## src/rtl/sfifo_pkg.sv

```systemverilog
package sfifo_pkg;

    localparam int CTRL_W = 16;

    typedef enum logic {
        MODE_ASYNC = 1'b0,
        MODE_SYNC  = 1'b1
    } mode_e;

    typedef struct packed {
        logic [1:0] rx_trig;
        logic [1:0] tx_trig;
        logic       tx_clr;
        logic       rx_clr;
        logic       loop_en;
    } ctrl_t;

    // Receive threshold for a trigger code; code 01 differs between modes.
    function automatic int rx_thresh(input logic [1:0] code, input mode_e mode);
        int thr;
        case (code)
            2'b00:   thr = 1;
            2'b01:   thr = (mode == MODE_SYNC) ? 2 : 4;
            2'b10:   thr = 8;
            default: thr = 14;
        endcase
        return thr;
    endfunction

    function automatic ctrl_t ctrl_unpack(input logic [CTRL_W-1:0] w);
        ctrl_t c;
        c.rx_trig = w[7:6];
        c.tx_trig = w[5:4];
        c.tx_clr  = w[2];
        c.rx_clr  = w[1];
        c.loop_en = w[0];
        return c;
    endfunction

    function automatic logic [CTRL_W-1:0] ctrl_pack(input ctrl_t c);
        logic [CTRL_W-1:0] w;
        w      = '0;
        w[7:6] = c.rx_trig;
        w[5:4] = c.tx_trig;
        w[2]   = c.tx_clr;
        w[1]   = c.rx_clr;
        w[0]   = c.loop_en;
        return w;
    endfunction

endpackage

```

## src/rtl/sfifo_ctrl_reg.sv

```systemverilog
module sfifo_ctrl_reg
    import sfifo_pkg::*;
(
    input  logic              clk,
    input  logic              rst_n,
    input  logic              stby_rst,
    input  logic              we,
    input  logic [CTRL_W-1:0] wdata,
    output logic [CTRL_W-1:0] rdata,
    output logic [1:0]        rx_trig,
    output logic [1:0]        tx_trig,
    output logic              loop_en,
    output logic              rx_clr_d,
    output logic              tx_clr_d
);

    ctrl_t ctrl_d, ctrl_q;

    always_comb begin
        ctrl_d = ctrl_q;
        if (stby_rst) begin
            ctrl_d = '0;
        end else if (we) begin
            ctrl_d = ctrl_unpack(wdata);
        end
    end

    always_ff @(posedge clk or negedge rst_n) begin
        if (!rst_n) ctrl_q <= '0;
        else        ctrl_q <= ctrl_d;
    end

    assign rdata    = ctrl_pack(ctrl_q);
    assign rx_trig  = ctrl_q.rx_trig;
    assign tx_trig  = ctrl_q.tx_trig;
    assign loop_en  = ctrl_q.loop_en;
    // Clear bits act from the edge that writes them.
    assign rx_clr_d = ctrl_d.rx_clr;
    assign tx_clr_d = ctrl_d.tx_clr;

    logic unused_wbits;
    assign unused_wbits = ^{wdata[15:8], wdata[3]};

    // a written loopback bit is visible after the write edge
    p_write_loop_r2: assert property (@(posedge clk) disable iff (!rst_n)
        (we && !stby_rst) |=> (loop_en == $past(wdata[0])));

    // standby reset empties the control word
    p_stby_clears_r1: assert property (@(posedge clk) disable iff (!rst_n)
        stby_rst |=> (rdata == '0));

endmodule

```

## src/rtl/sfifo_occ_cnt.sv

```systemverilog
module sfifo_occ_cnt #(
    parameter int DEPTH = 16,
    parameter int CW    = $clog2(DEPTH + 1)
) (
    input  logic          clk,
    input  logic          rst_n,
    input  logic          stby_rst,
    input  logic          clr,
    input  logic          push,
    input  logic          pop,
    output logic [CW-1:0] count,
    output logic          overrun
);

    localparam logic [CW-1:0] FULL = CW'(DEPTH);

    typedef struct packed {
        logic [CW-1:0] cnt;
        logic          ovr;
    } occ_t;

    occ_t occ_d, occ_q;
    logic pop_ok, push_ok;

    always_comb begin
        occ_d   = occ_q;
        pop_ok  = pop && (occ_q.cnt != '0);
        push_ok = push && ((occ_q.cnt != FULL) || pop_ok);
        if (stby_rst || clr) begin
            occ_d = '0;
        end else begin
            occ_d.cnt = occ_q.cnt + CW'(push_ok) - CW'(pop_ok);
            if (push && !push_ok) occ_d.ovr = 1'b1;
        end
    end

    always_ff @(posedge clk or negedge rst_n) begin
        if (!rst_n) occ_q <= '0;
        else        occ_q <= occ_d;
    end

    assign count   = occ_q.cnt;
    assign overrun = occ_q.ovr;

    // occupancy never exceeds the depth
    p_cnt_bound_r6: assert property (@(posedge clk) disable iff (!rst_n)
        count <= FULL);

    // popping an empty FIFO leaves it empty
    p_pop_empty_r6: assert property (@(posedge clk) disable iff (!rst_n)
        (count == '0 && pop && !push) |=> (count == '0));

    // push into a full FIFO without a pop flags overrun
    p_ovr_sets_r7: assert property (@(posedge clk) disable iff (!rst_n)
        (count == FULL && push && !pop && !clr && !stby_rst) |=> (overrun && count == FULL));

    // a clear empties the FIFO
    p_clr_empty_r8: assert property (@(posedge clk) disable iff (!rst_n)
        clr |=> (count == '0 && !overrun));

endmodule

```

## src/rtl/sfifo_rx_flag.sv

```systemverilog
module sfifo_rx_flag
    import sfifo_pkg::*;
#(
    parameter int CW = 5
) (
    input  logic [CW-1:0] count,
    input  logic [1:0]    code,
    input  mode_e         mode,
    output logic          rdf
);

    int thr;

    always_comb begin
        thr = rx_thresh(code, mode);
        rdf = (int'(count) >= thr);
    end

endmodule

```

## src/rtl/sfifo_trig_ctrl.sv

```systemverilog
module sfifo_trig_ctrl
    import sfifo_pkg::*;
#(
    parameter int FIFO_DEPTH = 16,
    parameter int CW         = $clog2(FIFO_DEPTH + 1)
) (
    input  logic          clk,
    input  logic          rst_n,
    input  logic          stby_rst,
    input  logic          reg_we,
    input  logic [15:0]   reg_wdata,
    output logic [15:0]   reg_rdata,
    input  logic          sync_mode,
    input  logic          rx_push,
    input  logic          rx_pop,
    input  logic          tx_push,
    input  logic          tx_pop,
    output logic [CW-1:0] rx_count,
    output logic [CW-1:0] tx_count,
    output logic          rx_full,
    output logic          rx_overrun,
    output logic          tx_overrun,
    output logic [1:0]    tx_trig_code,
    input  logic          ser_tx,
    input  logic          ser_rx_ext,
    output logic          ser_rx_sel
);

    localparam int NFIFO = 2;   // index 0 transmit, 1 receive

    logic [1:0] rx_trig;
    logic       loop_en, rx_clr, tx_clr;

    logic [NFIFO-1:0] f_push, f_pop, f_clr, f_ovr;
    logic [CW-1:0]    f_cnt [NFIFO];

    sfifo_ctrl_reg u_reg (
        .clk      (clk),
        .rst_n    (rst_n),
        .stby_rst (stby_rst),
        .we       (reg_we),
        .wdata    (reg_wdata),
        .rdata    (reg_rdata),
        .rx_trig  (rx_trig),
        .tx_trig  (tx_trig_code),
        .loop_en  (loop_en),
        .rx_clr_d (rx_clr),
        .tx_clr_d (tx_clr)
    );

    assign f_push = {rx_push, tx_push};
    assign f_pop  = {rx_pop,  tx_pop};
    assign f_clr  = {rx_clr,  tx_clr};

    for (genvar g = 0; g < NFIFO; g++) begin : g_fifo
        sfifo_occ_cnt #(
            .DEPTH (FIFO_DEPTH),
            .CW    (CW)
        ) u_cnt (
            .clk      (clk),
            .rst_n    (rst_n),
            .stby_rst (stby_rst),
            .clr      (f_clr[g]),
            .push     (f_push[g]),
            .pop      (f_pop[g]),
            .count    (f_cnt[g]),
            .overrun  (f_ovr[g])
        );
    end

    assign tx_count   = f_cnt[0];
    assign rx_count   = f_cnt[1];
    assign tx_overrun = f_ovr[0];
    assign rx_overrun = f_ovr[1];

    sfifo_rx_flag #(.CW(CW)) u_flag (
        .count (rx_count),
        .code  (rx_trig),
        .mode  (mode_e'(sync_mode)),
        .rdf   (rx_full)
    );

    assign ser_rx_sel = loop_en ? ser_tx : ser_rx_ext;

    // an empty receive FIFO never reports full
    p_rdf_empty_r4: assert property (@(posedge clk) disable iff (!rst_n)
        (rx_count == '0) |-> !rx_full);

    // at the top threshold the flag is up in either mode
    p_rdf_high_r5: assert property (@(posedge clk) disable iff (!rst_n)
        (rx_count >= CW'(14)) |-> rx_full);

    // reserved read bits stay low across writes
    p_reserved_r3: assert property (@(posedge clk) disable iff (!rst_n)
        reg_we |=> (reg_rdata[15:8] == 8'h00 && !reg_rdata[3]));

endmodule

```

## config.mk

```make
export PLATFORM = sky130hd
export DESIGN_NAME = sfifo_trig_ctrl
export DESIGN_NICKNAME = d
export VERILOG_FILES = /design/src/rtl/sfifo_pkg.sv /design/src/rtl/sfifo_ctrl_reg.sv /design/src/rtl/sfifo_occ_cnt.sv /design/src/rtl/sfifo_rx_flag.sv /design/src/rtl/sfifo_trig_ctrl.sv
export SDC_FILE = /design/constraint.sdc
export NUM_CORES = 1
export LEC_CHECK = 0
export BUFFER_PORTS_ARGS = -buffer_cell sky130_fd_sc_hd__buf_2
export CORE_ASPECT_RATIO = 1.1
export CORE_MARGIN = 4
export CORE_UTILIZATION = 40
export DETAILED_ROUTE_END_ITERATION = 10
export HOLD_SLACK_MARGIN = 0.1
export PLACE_DENSITY = 0.7
export REMOVE_ABC_BUFFERS = 1
export SYNTH_ARGS = -nofsm -noshare
export SYNTH_HDL_FRONTEND = slang
export SYNTH_SLANG_ARGS = --single-unit
```

## constraint.sdc

```tcl
create_clock -name clk -period 2.96 [get_ports clk]
set_input_delay 0.148 -clock clk [delete_from_list [all_inputs] [get_ports clk]]
set_output_delay 0.148 -clock clk [all_outputs]
set_load 0.02 [all_outputs]
```

Word level (Yosys, flattened, before mapping)
Index checks and enable logic that the tools add are counted.

Muxes and demuxes: 9. Add/sub/neg operators: 4. Reductions and logical operators: 18. $lt $le $gt $ge: 1. Equality and inequality tests: 4.

Operators with widths (number): $pmux W32 S3 (1); $ge A6 B32 Y1 (1); $mux W7 (2); $mux W6 (2); $add A5 B1 Y5 (2); $ne A5 B5 Y1 const B (2); $reduce_bool A5 Y1 (2); $sub A5 B1 Y5 (2); $logic_and A1 B1 Y1 (6); $reduce_bool A2 Y1 (3); $logic_or A1 B1 Y1 (4); $mux W1 (3); $mux W3 (1); $eq A2 B1 Y1 const B (1); $eq A2 B2 Y1 const B (1); $logic_not A1 Y1 (2); $logic_not A2 Y1 (1).

Input bits: 27. Bits in registers: 19. Word-level logic and storage cells: 45. Output and inout port bits: 32.

Logic depth before layout (Yosys ltp)
Depth in word-level cells: 8. Gate-level depth with buffers: 13. Depth with buffers taken out: 13.

Modules after synthesis
Synthesis repeated with hierarchy kept, for this count alone.

Cells, all modules: 146. Area total of the unflattened synthesis: 1367.6 um^2.

Modules (own cells, without submodules): sfifo_occ_cnt (sequential area each 150.1 um^2, area an instance 425.4 um^2, instances 2, cells an instance 46); sfifo_ctrl_reg (sequential area each 175.2 um^2, area an instance 391.6 um^2, instances 1, cells an instance 37); sfifo_rx_flag (sequential area each 0.0 um^2, area an instance 110.1 um^2, instances 1, cells an instance 16); sfifo_trig_ctrl (sequential area each 0.0 um^2, area an instance 15.0 um^2, instances 1, cells an instance 1).

Least setup slack after synthesis
No wires, ideal clock.

Path type: register to register. Start point: register g_fifo[1].u_cnt.occ_q, in the netlist g_fifo[1].u_cnt.count[3]. End point: register g_fifo[1].u_cnt.occ_q, in the netlist g_fifo[1].u_cnt.count[4]. Path slack: 0.262 ns. Cell stages (with the launch flop): 14. Arrival time: 2.573 ns. Setup time: 0.125 ns. Clock period less this slack: 2.698 ns. Path through: dfrtp_1 > inv_1 > ha_1 > or3b_1 > o21a_1 > ha_1 > inv_1 > ha_1 > inv_1 > fa_1 > nand2b_1 > a21oi_1 > xnor2_1 > nor2_1.

RTL lines: from (decl) (RTL line sfifo_occ_cnt.sv:22) `occ_t occ_d, occ_q;`; from (signal assigned) (RTL line sfifo_occ_cnt.sv:38) `if (!rst_n) occ_q <= '0;`; from (signal assigned) (RTL line sfifo_occ_cnt.sv:39) `else occ_q <= occ_d;`.

==> results.sh <==
export IMPL_outcome="finished, final reports clean"
export IMPL_cp_top_family="adder cells"
export IMPL_hold_violations=0
export IMPL_drv_cap=0
export IMPL_tns_ns=0
export IMPL_cp_slowest_cell="dfrtp_1"
export IMPL_finalWeightedCongestion=0.779
export IMPL_synth_seq_cells=19
export IMPL_r2r_start="g_fifo[1].u_cnt.count[3]"
export IMPL_critPathLaunchType="register"
export IMPL_final_cell_mix="buf_2, nor2_1, dfrtp_1, inv_1, ha_1"
export IMPL_grt_first_pass_wirelength_um=4260
export IMPL_dr_total_vias=992
export IMPL_grt_use_total=0.125
export IMPL_fin_area_mm2=0.00158
export IMPL_fin_crit_sh=0.942
export IMPL_p_leak_nw=0.892
export IMPL_post_synth_instance_area_mm2=0.00132
export IMPL_clkSinkCount=19
export IMPL_critPathMaxFanout=4
export IMPL_finalCriticalPeriod_ns=2.79
export IMPL_worst_slack_ns=0.172
export IMPL_dp_hpwl_um=2150
export IMPL_seq_power_share=0.265
export IMPL_syn_area_per_cell_um2=9.67
export IMPL_clk_latency_ns=0.28
export IMPL_min_to="g_fifo[1].u_cnt.overrun"
export IMPL_htreeDepth=1
export IMPL_required_ns=3.14
export IMPL_swShare=0.435
export IMPL_placed_cell_area_mm2=0.00150
export IMPL_die_height_um=68.1
export IMPL_hp_start="rx_push"
export IMPL_clkTransAtPathRegs_ns=0.11
export IMPL_antenna_found_initial=0
export IMPL_holdWs_ns=0.105
export IMPL_wl_per_cell_um=12.2
export IMPL_power_switching_mw=0.593
export IMPL_synth_top_cells_by_area="dfrtp_1, ha_1, buf_4, nor2_1, mux2i_1"
export IMPL_cts_made_buffers=3
export IMPL_antenna_left=0
export IMPL_clock_fmax_mhz=359
export IMPL_hold_depth=3
export IMPL_worstSetupPathType="register to register"
export IMPL_nets=227
export IMPL_drcViolationCount=0
export IMPL_r2r_slack_ns=0.17
export IMPL_pin_count=59
export IMPL_power_density_mw_per_mm2=865
export IMPL_p_int_mw=0.771
export IMPL_crit_chain="inv_1, ha_1, or3b_1, o21a_1, ha_1, inv_1, ha_1, inv_1, fa_1, nand2b_1, a21oi_1, xnor2_1, nor2_1"
export IMPL_area_growth_pct=20.0
export IMPL_num_rows=21
export IMPL_grt_pass1_vias=985
export IMPL_cp_arrival_ns=2.97
export IMPL_diodes=0
export IMPL_cts_root_buf="clkbuf_4"
export IMPL_yosysTopAreaCellShare=0.362
export IMPL_ys_types=23
export IMPL_reg2regPathDepth=13
export IMPL_core_region_area_mm2=0.00310
export IMPL_finClkSkew_ns=0.00428
export IMPL_start_util=0.424
export IMPL_ys_seq_area_frac=0.362
export IMPL_synthCells=136
export IMPL_die_area_mm2=0.00427
export IMPL_grt_max_degree=20
export IMPL_dp_slack_ns=0.175
export IMPL_r2r_end="g_fifo[1].u_cnt.count[4]"
export IMPL_drt_iter0_markers=27
export IMPL_drt_total_wl_um=2620
export IMPL_ctsLongestPathBuffers=2
export IMPL_grt_overflow_total=0
export IMPL_drt_pass1_iter_count=3
export IMPL_peakVddDrop_mv=0.492
export IMPL_end_kind="register"
export IMPL_cp_slowest_stage_delay_ns=0.44
export IMPL_layout_commonest_cell="buf_2"
export IMPL_drive_gt1_frac=0.298
export IMPL_clkPwrFrac=0.092
export IMPL_comb_power_share=0.642
export IMPL_yosys_area_top_type="dfrtp_1"
export IMPL_finalMaxSlewViolations=0
export IMPL_post_drt_via_cell_ratio=4.61
export IMPL_path_buf_inv=3
export IMPL_die_width_um=62.7
export IMPL_yosys_warnings=0
export IMPL_min_path_type="primary input to register"
export IMPL_io_buffers=40
export IMPL_cts_tree="yes"
export IMPL_setup_viol=0
export IMPL_rsz0062_at_grt="false"
stage by stage:
| stage | total power, mW | util | cells |
|---|---|---|---|
| 2_1_floorplan | 0.997 | - | 130 |
| 3_3_place_gp | 1.18 | 0.483 | 205 |
| 3_5_place_dp | 1.21 | 0.483 | 205 |
| 4_1_cts | 1.36 | 0.498 | 211 |
| 5_1_grt | 1.51 | 0.509 | 215 |
| 6_report | 1.36 | 0.509 | 215 |
worst max-delay path by stage:
stage	cells past startpoint	startpoint	endpoint
after floorplan	13	g_fifo[1].u_cnt.count[3]	g_fifo[1].u_cnt.count[4]
after global placement	13	g_fifo[1].u_cnt.count[3]	g_fifo[1].u_cnt.count[4]
after detailed placement	13	g_fifo[1].u_cnt.count[2]	g_fifo[1].u_cnt.count[4]
after CTS	13	g_fifo[0].u_cnt.count[2]	g_fifo[0].u_cnt.count[4]
after global routing	13	g_fifo[0].u_cnt.count[2]	g_fifo[0].u_cnt.count[4]
final	13	g_fifo[1].u_cnt.count[3]	g_fifo[1].u_cnt.count[4]
flip-flops by register name, indices dropped and copies added (netlist names):
| name | cells |
|---|---|
| u_reg.tx_trig | 2 |
| u_reg.rdata | 2 |
| u_reg.rx_trig | 2 |
| g_fifo.u_cnt.overrun | 2 |
| g_fifo.u_cnt.count | 10 |
| u_reg.loop_en | 1 |
layer usage:
layer  GRT usage  part of all wire
met1       0.137              0.41
met2       0.244              0.52
met3      0.0345             0.065
met4      0.0248            0.0053
met5           0                 0
cell usage after synthesis, drive strengths merged:
library cell and count:
a21o 4, mux2 1, nor2 22, or3b 2, o21a 2, mux2i 7, fa 2, a21oi 6
inv 18, conb 1, ha 16, nand2b 5, nor3b 2, dfrtp 19, buf 14, a211o 1
xor2 2, xnor2 6, o21ai 2, nor2b 4
cell type report:
cell class              instances  area [um^2]
flip-flops and latches         19          475
inverters                      18         67.6
well taps                      34         42.5
clock buffers                   3         22.5
multi-input cells              93          707
clock inverters                 1         5.00
repair buffers                 47          258
fillers                       306         1520
repair_timing:
item                       CTS  global route
setup endpoints to repair    0             2
hold buffers                 2             0
buffers inserted             0             4
gates resized for setup      0             1
hold endpoints to repair    20             0
tightest hold or removal path, stage by stage:
cell and delay (ns):
buf_2 0.08, a21oi_1 0.06, nor2_2 0.06
power by group through the flow:
stage	registers (mW)	clock network, mW	logic, mW
global route	0.370	0.150	0.989
detailed placement	0.368	0	0.846
global placement	0.366	0	0.811
finish	0.362	0.126	0.877
floorplan	0.432	0	0.565
CTS	0.365	0.130	0.861
logic make-up after synthesis:
family | after synthesis | share of synthesized area
AO/OA/AOI/OAI | 15 | 0.0714
XOR/XNOR | 8 | 0.0533
adder cells (fa/ha/maj) | 18 | 0.183
buffers and inverters | 32 | 0.127
flip-flops | 19 | 0.362
multiplexers | 8 | 0.0618
other | 1 | 0.00285
AND/OR/NAND/NOR | 35 | 0.140
No activity file was read; power rests on OpenSTA's default activity.
